<file path="src/rtl/gpio_bank_ctrl.sv">
module gpio_bank_ctrl #(
  parameter int NPINS   = 40,
  parameter int ADDR_W  = 8,
  parameter bit EDGE_EN = 1'b1
) (
  input  logic              clk,
  input  logic              rst_n,
  input  logic              bus_sel,
  input  logic              bus_wr,
  input  logic [ADDR_W-1:0] bus_addr,
  input  logic [31:0]       bus_wdata,
  output logic [31:0]       bus_rdata,
  input  logic [NPINS-1:0]  pad_in,
  output logic [NPINS-1:0]  pad_out,
  output logic [NPINS-1:0]  pad_oe,
  output logic              irq
);
  localparam int NBANK  = (NPINS + 31) / 32;
  localparam int BANK_W = (NBANK > 1) ? $clog2(NBANK) : 1;
  localparam int ARR_LO = 2 + BANK_W;
  localparam int ARR_W  = ADDR_W - ARR_LO;
  localparam int WIDE   = NBANK * 32;

  localparam int A_EN  = 0;
  localparam int A_WD  = 1;
  localparam int A_DIR = 2;
  localparam int A_LVL = 3;
  localparam int A_MSK = 4;
  localparam int A_STS = 5;
  localparam int A_EDG = 6;

  logic [ARR_W-1:0]  arr;
  logic [BANK_W-1:0] bank;
  assign arr  = bus_addr[ADDR_W-1:ARR_LO];
  assign bank = bus_addr[ARR_LO-1:2];

  logic [NPINS-1:0] en_q, wd_q, dir_q, msk_q, sts_q, edg_q;
  logic [NPINS-1:0] s1_q, s2_q, s3_q, evt;

  always_ff @(posedge clk) begin
    if (!rst_n) begin
      s1_q <= '0;
      s2_q <= '0;
      s3_q <= '0;
    end else begin
      s1_q <= pad_in;
      s2_q <= s1_q;
      s3_q <= s2_q;
    end
  end

  for (genvar i = 0; i < NPINS; i++) begin : g_pin
    localparam int B = i / 32;
    localparam int K = i % 32;
    logic bhit, set;
    assign bhit = bus_sel && bus_wr && (int'(bank) == B);
    assign set  = evt[i] && en_q[i] && !msk_q[i];

    always_ff @(posedge clk) begin
      if (!rst_n) begin
        en_q[i]  <= 1'b0;
        wd_q[i]  <= 1'b0;
        dir_q[i] <= 1'b1;
        msk_q[i] <= 1'b1;
        sts_q[i] <= 1'b0;
      end else begin
        if (bhit && int'(arr) == A_EN)  en_q[i]  <= bus_wdata[K];
        if (bhit && int'(arr) == A_WD)  wd_q[i]  <= bus_wdata[K];
        if (bhit && int'(arr) == A_DIR) dir_q[i] <= bus_wdata[K];
        if (bhit && int'(arr) == A_MSK) msk_q[i] <= bus_wdata[K];
        if (bhit && int'(arr) == A_STS) sts_q[i] <= (sts_q[i] & bus_wdata[K]) | set;
        else                            sts_q[i] <= sts_q[i] | set;
      end
    end

    if (EDGE_EN) begin : g_edge
      always_ff @(posedge clk) begin
        if (!rst_n)                          edg_q[i] <= 1'b0;
        else if (bhit && int'(arr) == A_EDG) edg_q[i] <= bus_wdata[K];
      end
      assign evt[i] = edg_q[i] ? (s2_q[i] & ~s3_q[i]) : (~s2_q[i] & s3_q[i]);
    end else begin : g_level
      assign edg_q[i] = 1'b0;
      assign evt[i]   = s2_q[i];
    end
  end

  assign pad_out = wd_q;
  assign pad_oe  = en_q & ~dir_q;
  assign irq     = |(sts_q & ~msk_q);

  logic [NPINS-1:0] pick;
  logic [WIDE-1:0]  pick_w;
  logic [31:0]      word;

  always_comb begin
    case (int'(arr))
      A_EN:    pick = en_q;
      A_WD:    pick = wd_q;
      A_DIR:   pick = dir_q;
      A_LVL:   pick = s2_q;
      A_MSK:   pick = msk_q;
      A_STS:   pick = sts_q;
      A_EDG:   pick = edg_q;
      default: pick = '0;
    endcase
    pick_w = WIDE'(pick);
    word   = '0;
    for (int b = 0; b < NBANK; b++)
      if (int'(bank) == b) word = pick_w[b*32 +: 32];
  end

  always_ff @(posedge clk) begin
    if (!rst_n)                 bus_rdata <= '0;
    else if (bus_sel && !bus_wr) bus_rdata <= word;
  end

  logic unused_bits;
  assign unused_bits = &{1'b0, bus_addr[1:0], s3_q};
endmodule

</file>
<file path="config.mk">
export PLATFORM = sky130hd
export DESIGN_NAME = gpio_bank_ctrl
export DESIGN_NICKNAME = d
export VERILOG_FILES = /design/src/rtl/gpio_bank_ctrl.sv
export SDC_FILE = /design/constraint.sdc
export NUM_CORES = 1
export LEC_CHECK = 0
export CORE_UTILIZATION = 50
export CTS_BUF_LIST = sky130_fd_sc_hd__clkbuf_8
export CTS_CLUSTER_SIZE = 25
export DETAILED_ROUTE_END_ITERATION = 16
export PLACE_DENSITY = 0.8
export SLEW_MARGIN = 20
export SYNTH_ARGS = -nofsm -noshare
export SYNTH_HDL_FRONTEND = slang
export SYNTH_SLANG_ARGS = --single-unit
</file>
<file path="constraint.sdc">
create_clock -name clk -period 4.7 [get_ports clk]
set_input_delay 0.94 -clock clk [delete_from_list [all_inputs] [get_ports clk]]
set_output_delay 0.94 -clock clk [all_outputs]
set_load 0.03 [all_outputs]
</file>
==> load_flow_metrics.sql <==
INSERT INTO impl_metrics (metric_group, metric, value, unit) VALUES
('routing', 'drt_iter0_drc', '1991', ''),
('clock_network', 'cts.clk_slew.worst_paths', '0.06', 'ns'),
('routing', 'post_drt_via_cell_ratio', '5.99', ''),
('place', 'port_buffers', '194', ''),
('grt', 'vias_in_the_first_global_route', '15000', ''),
('routing', 'first_pass_iters', '8', ''),
('synthesis', 'synth_seq_area_share', '0.465', ''),
('grt', 'global_routing_usage_summed_across_all_routing_layers', '0.324', ''),
('sta', 'post-route-min-period', '4.12', 'ns'),
('clock_network', 'clock_insertion_delay_worst_skew', '0.64', 'ns'),
('floorplanning', 'core_region_area', '32900', 'µm²'),
('floorplanning', 'ioPinCount', '197', ''),
('place', 'gp_congestion', '0.941', ''),
('setup_path', 'worst_path_max_delay_cell', 'sky130_fd_sc_hd__nor4_1', ''),
('routing', 'wl', '56.3', 'mm'),
('clock_network', 'sink_count_of_the_clock_tree', '392', ''),
('finish', 'final_cells', '2595', ''),
('flow_run', 'drv.max_cap_violation_count', '0', ''),
('setup_path', 'crit_path_cell_trace', 'nand2b_1 > o2111ai_1 > nor4_1 > nand4_1 > clkdlybuf4s50_1', ''),
('routing', 'via_count', '15500', ''),
('finish', 'mostFrequentLayoutCells', 'sky130_fd_sc_hd__nand2_1, sky130_fd_sc_hd__dfxtp_1, sky130_fd_sc_hd__clkdlybuf4s50_1, sky130_fd_sc_hd__and2_1, sky130_fd_sc_hd__a21boi_0', ''),
('synthesis', 'synth_edf_count', '0', ''),
('synthesis', 'synthCells', '1931', ''),
('sta', 'finalMaxSlewViolations', '0', ''),
('finish', 'finalNetCount', '2188', ''),
('floorplanning', 'die_area', '34500', 'µm²'),
('grt', 'grt_start_max_net_pins', '306', ''),
('floorplanning', 'standard_cell_row_count', '66', ''),
('floorplanning', 'dieWidth', '186', 'µm'),
('clock_network', 'cts_buffer_depth', '3', ''),
('grt', 'gr-total-overflow', '0', ''),
('outcome', 'run_status', 'completed', ''),
('sta', 'timing_hold_violations_final', '0', ''),
('worst_hold_path', 'hold_path.class', 'register to register', ''),
('clock_network', 'post_cts_resized', '0', ''),
('synthesis', 'number_of_library_cell_types_mapped_by_synthesis', '58', ''),
('setup_path', 'path_delay_family', 'simple AND/OR/NAND/NOR gates', ''),
('finish', 'final_common_cell', 'sky130_fd_sc_hd__nand2_1', ''),
('grt', 'antenna_found_initial', '1', ''),
('synthesis', 'ys_async_sr_fraction', '0', ''),
('clock_network', 'cts_buffers', '61', ''),
('sta', 'layout_worst_path_cycle_share', '0.876', ''),
('floorplanning', 'floorplan_die_height', '186', 'µm'),
('setup_path', 'worst_ep_required_time', '3.76', 'ns'),
('power_and_ir_drop', 'leakage', '7.44', 'nW'),
('synthesis', 'ys_warn_count', '0', ''),
('synthesis', 'synthesis.nets', '2015', ''),
('routing', 'antenna_left', '0', ''),
('setup_path', 'critPathCaptureType', 'output port', ''),
('setup_path', 'worst_ep_arrival_time', '3.18', 'ns'),
('power_and_ir_drop', 'cellPowerDensity', '332', 'nW/µm²'),
('setup_path', 'worst_path_largest_cell_delay', '0.74', 'ns'),
('sta', 'setup_tns', '0', 'ns'),
('synthesis', 'synth_top_flop_cell', 'sky130_fd_sc_hd__dfxtp_1', ''),
('synthesis', 'ys_seq_elements', '392', ''),
('clock_network', 'post_cts_hold_buffer_count', '0', ''),
('setup_path', 'crit_buf_inv', '1', ''),
('sta', 'finalSetupViolCount', '0', ''),
('setup_path', 'start_kind', 'register', ''),
('power_and_ir_drop', 'peakVddDrop', '0.225', 'mV'),
('synthesis', 'post_synth.cell_area_avg', '8.75', 'µm²'),
('setup_path', 'crit_path_max_fanout', '4', ''),
('place', 'dp_cells', '2483', ''),
('routing', 'routedWlPerCell', '21.7', 'µm'),
('clock_network', 'postCtsSetupBuffers', '0', ''),
('setup_path', 'timing.setup.critical_path_class', 'register to output port', ''),
('place', 'detailed_placer_s_ending_hpwl', '37.0', 'mm'),
('sta', 'rsz_0062_raised_after_global_routing', 'no', ''),
('finish', 'areaGrowthSynthToFinish', '21.8', '%'),
('synthesis', 'netlist_area', '16900', 'µm²'),
('sta', 'worst_pin_slew', '1.13', 'ns'),
('grt', 'global_route_wire_length_before_repair', '85.2', 'mm'),
('sta', 'fmax', '0.243', 'GHz'),
('floorplanning', 'start_util', '0.514', ''),
('clock_network', 'cts-htree-levels', '2', ''),
('sta', 'fin_worst_skew', '0.0284', 'ns'),
('clock_network', 'cts_tree', 'yes', ''),
('finish', 'drive_above_1_share', '0.0883', ''),
('routing', 'drc_errors', '0', ''),
('clock_network', 'clock-root-buffer', 'sky130_fd_sc_hd__clkbuf_8', ''),
('sta', 'timing.max_slew.rel_slack', '0.245', '');
## stage by stage
step            util  hold slack [ns]  total power (W)  area [µm²]  setup slack [ns]
2_1_floorplan      -            0.412          0.00368       16900              2.18
3_3_place_gp   0.585            0.416          0.00386       19200              1.06
3_5_place_dp   0.585            0.418          0.00387       19200             0.964
4_1_cts        0.626            0.422          0.00684       20600             0.775
5_1_grt        0.626            0.440          0.00704       20600             0.586
6_report       0.626            0.413          0.00683       20600             0.582
## power by group
part	switching, W	total [W]	internal [W]
sequential	0.0000295	0.00340	0.00337
combinational	0.000236	0.000408	0.000172
clock	0.00137	0.00302	0.00165
total	0.00164	0.00683	0.00519
## final timing paths
check	startpoint	end	slack, ns	cells after the start
setup / recovery	msk_q[31]	irq	0.58	5
setup reg to reg	msk_q[7]	bus_rdata[7]	2.87	4
hold reg to reg	s1_q[9]	s2_q[9]	0.41	1
hold / removal	s1_q[9]	s2_q[9]	0.41	1
## worst reg2reg max path: cells and delay by family, from the launching register on
kind | cells | cell delay (ns)
multiplexers | 1 | 0.46
AO/OA/AOI/OAI | 2 | 0.68
flip-flops | 1 | 0.36
AND/OR/NAND/NOR | 1 | 0.16
## cells by family after synthesis
| family | count (synthesis) | synth area share |
|---|---|---|
| buffers and inverters | 172 | 0.0424 |
| AOI/OAI and AO/OA | 392 | 0.164 |
| DFF | 392 | 0.465 |
| and+or+nand+nor | 886 | 0.272 |
| muxes | 89 | 0.0565 |
## synth_stat cells, drive strengths merged, types with 2 or more instances
cell type  count  area share
nand2        402       0.089
dfxtp        392        0.46
a21boi       136       0.060
and2         125       0.046
nand3        103       0.031
clkbuf        97       0.022
mux2i         75       0.044
o22ai         69       0.026
nor2b         67       0.025
o21ai         64       0.019
nand3b        60       0.027
nand2b        55       0.020
buf           39       0.013
inv           36      0.0080
a22oi         22      0.0098
and3          22      0.0081
a221oi        18      0.0093
o2bb2ai       17      0.0088
a32oi         13      0.0067
nor3          13      0.0083
nor2          12      0.0033
a21oi         10      0.0030
mux2          10      0.0067
o311ai         8      0.0041
nor4           7      0.0026
a2111oi        6      0.0031
a31oi          6      0.0022
a221o          5      0.0030
or4b           5      0.0032
a41oi          4      0.0021
mux4           4      0.0053
o2111ai        4      0.0021
a22o           3      0.0016
nand4          3      0.0011
nor4b          3      0.0028
o221ai         3      0.0016
or4            3      0.0013
nand4b         2      0.0010
## final cells by class
type / instances / area [µm²]
fill: 2800 / 12300
inverter: 36 / 135
clock buffer: 88 / 1210
multi-input combinational: 1367 / 8350
tap: 442 / 553
antenna: 1 / 2.50
timing repair buffer: 246 / 2350
sequential: 392 / 7850
clock inverter: 23 / 110
## sequential cells by signal (all words and copies together) (netlist names)
signal	flops
s2_q	40
s1_q	40
pad_out	40
msk_q	40
en_q	40
bus_rdata	32
s3_q	40
edg_q	40
dir_q	40
sts_q	40
## per-layer routing
metal / up-vias / track usage / routed length [µm]
met1: 7314 / 0.422 / 22300
li1: 7049 / - / -
met4: 0 / 0.186 / 3140
met2: 960 / 0.496 / 24700
met5: - / 0 / 0
met3: 215 / 0.0704 / 6240
Power figures use the tool's default switching activity.
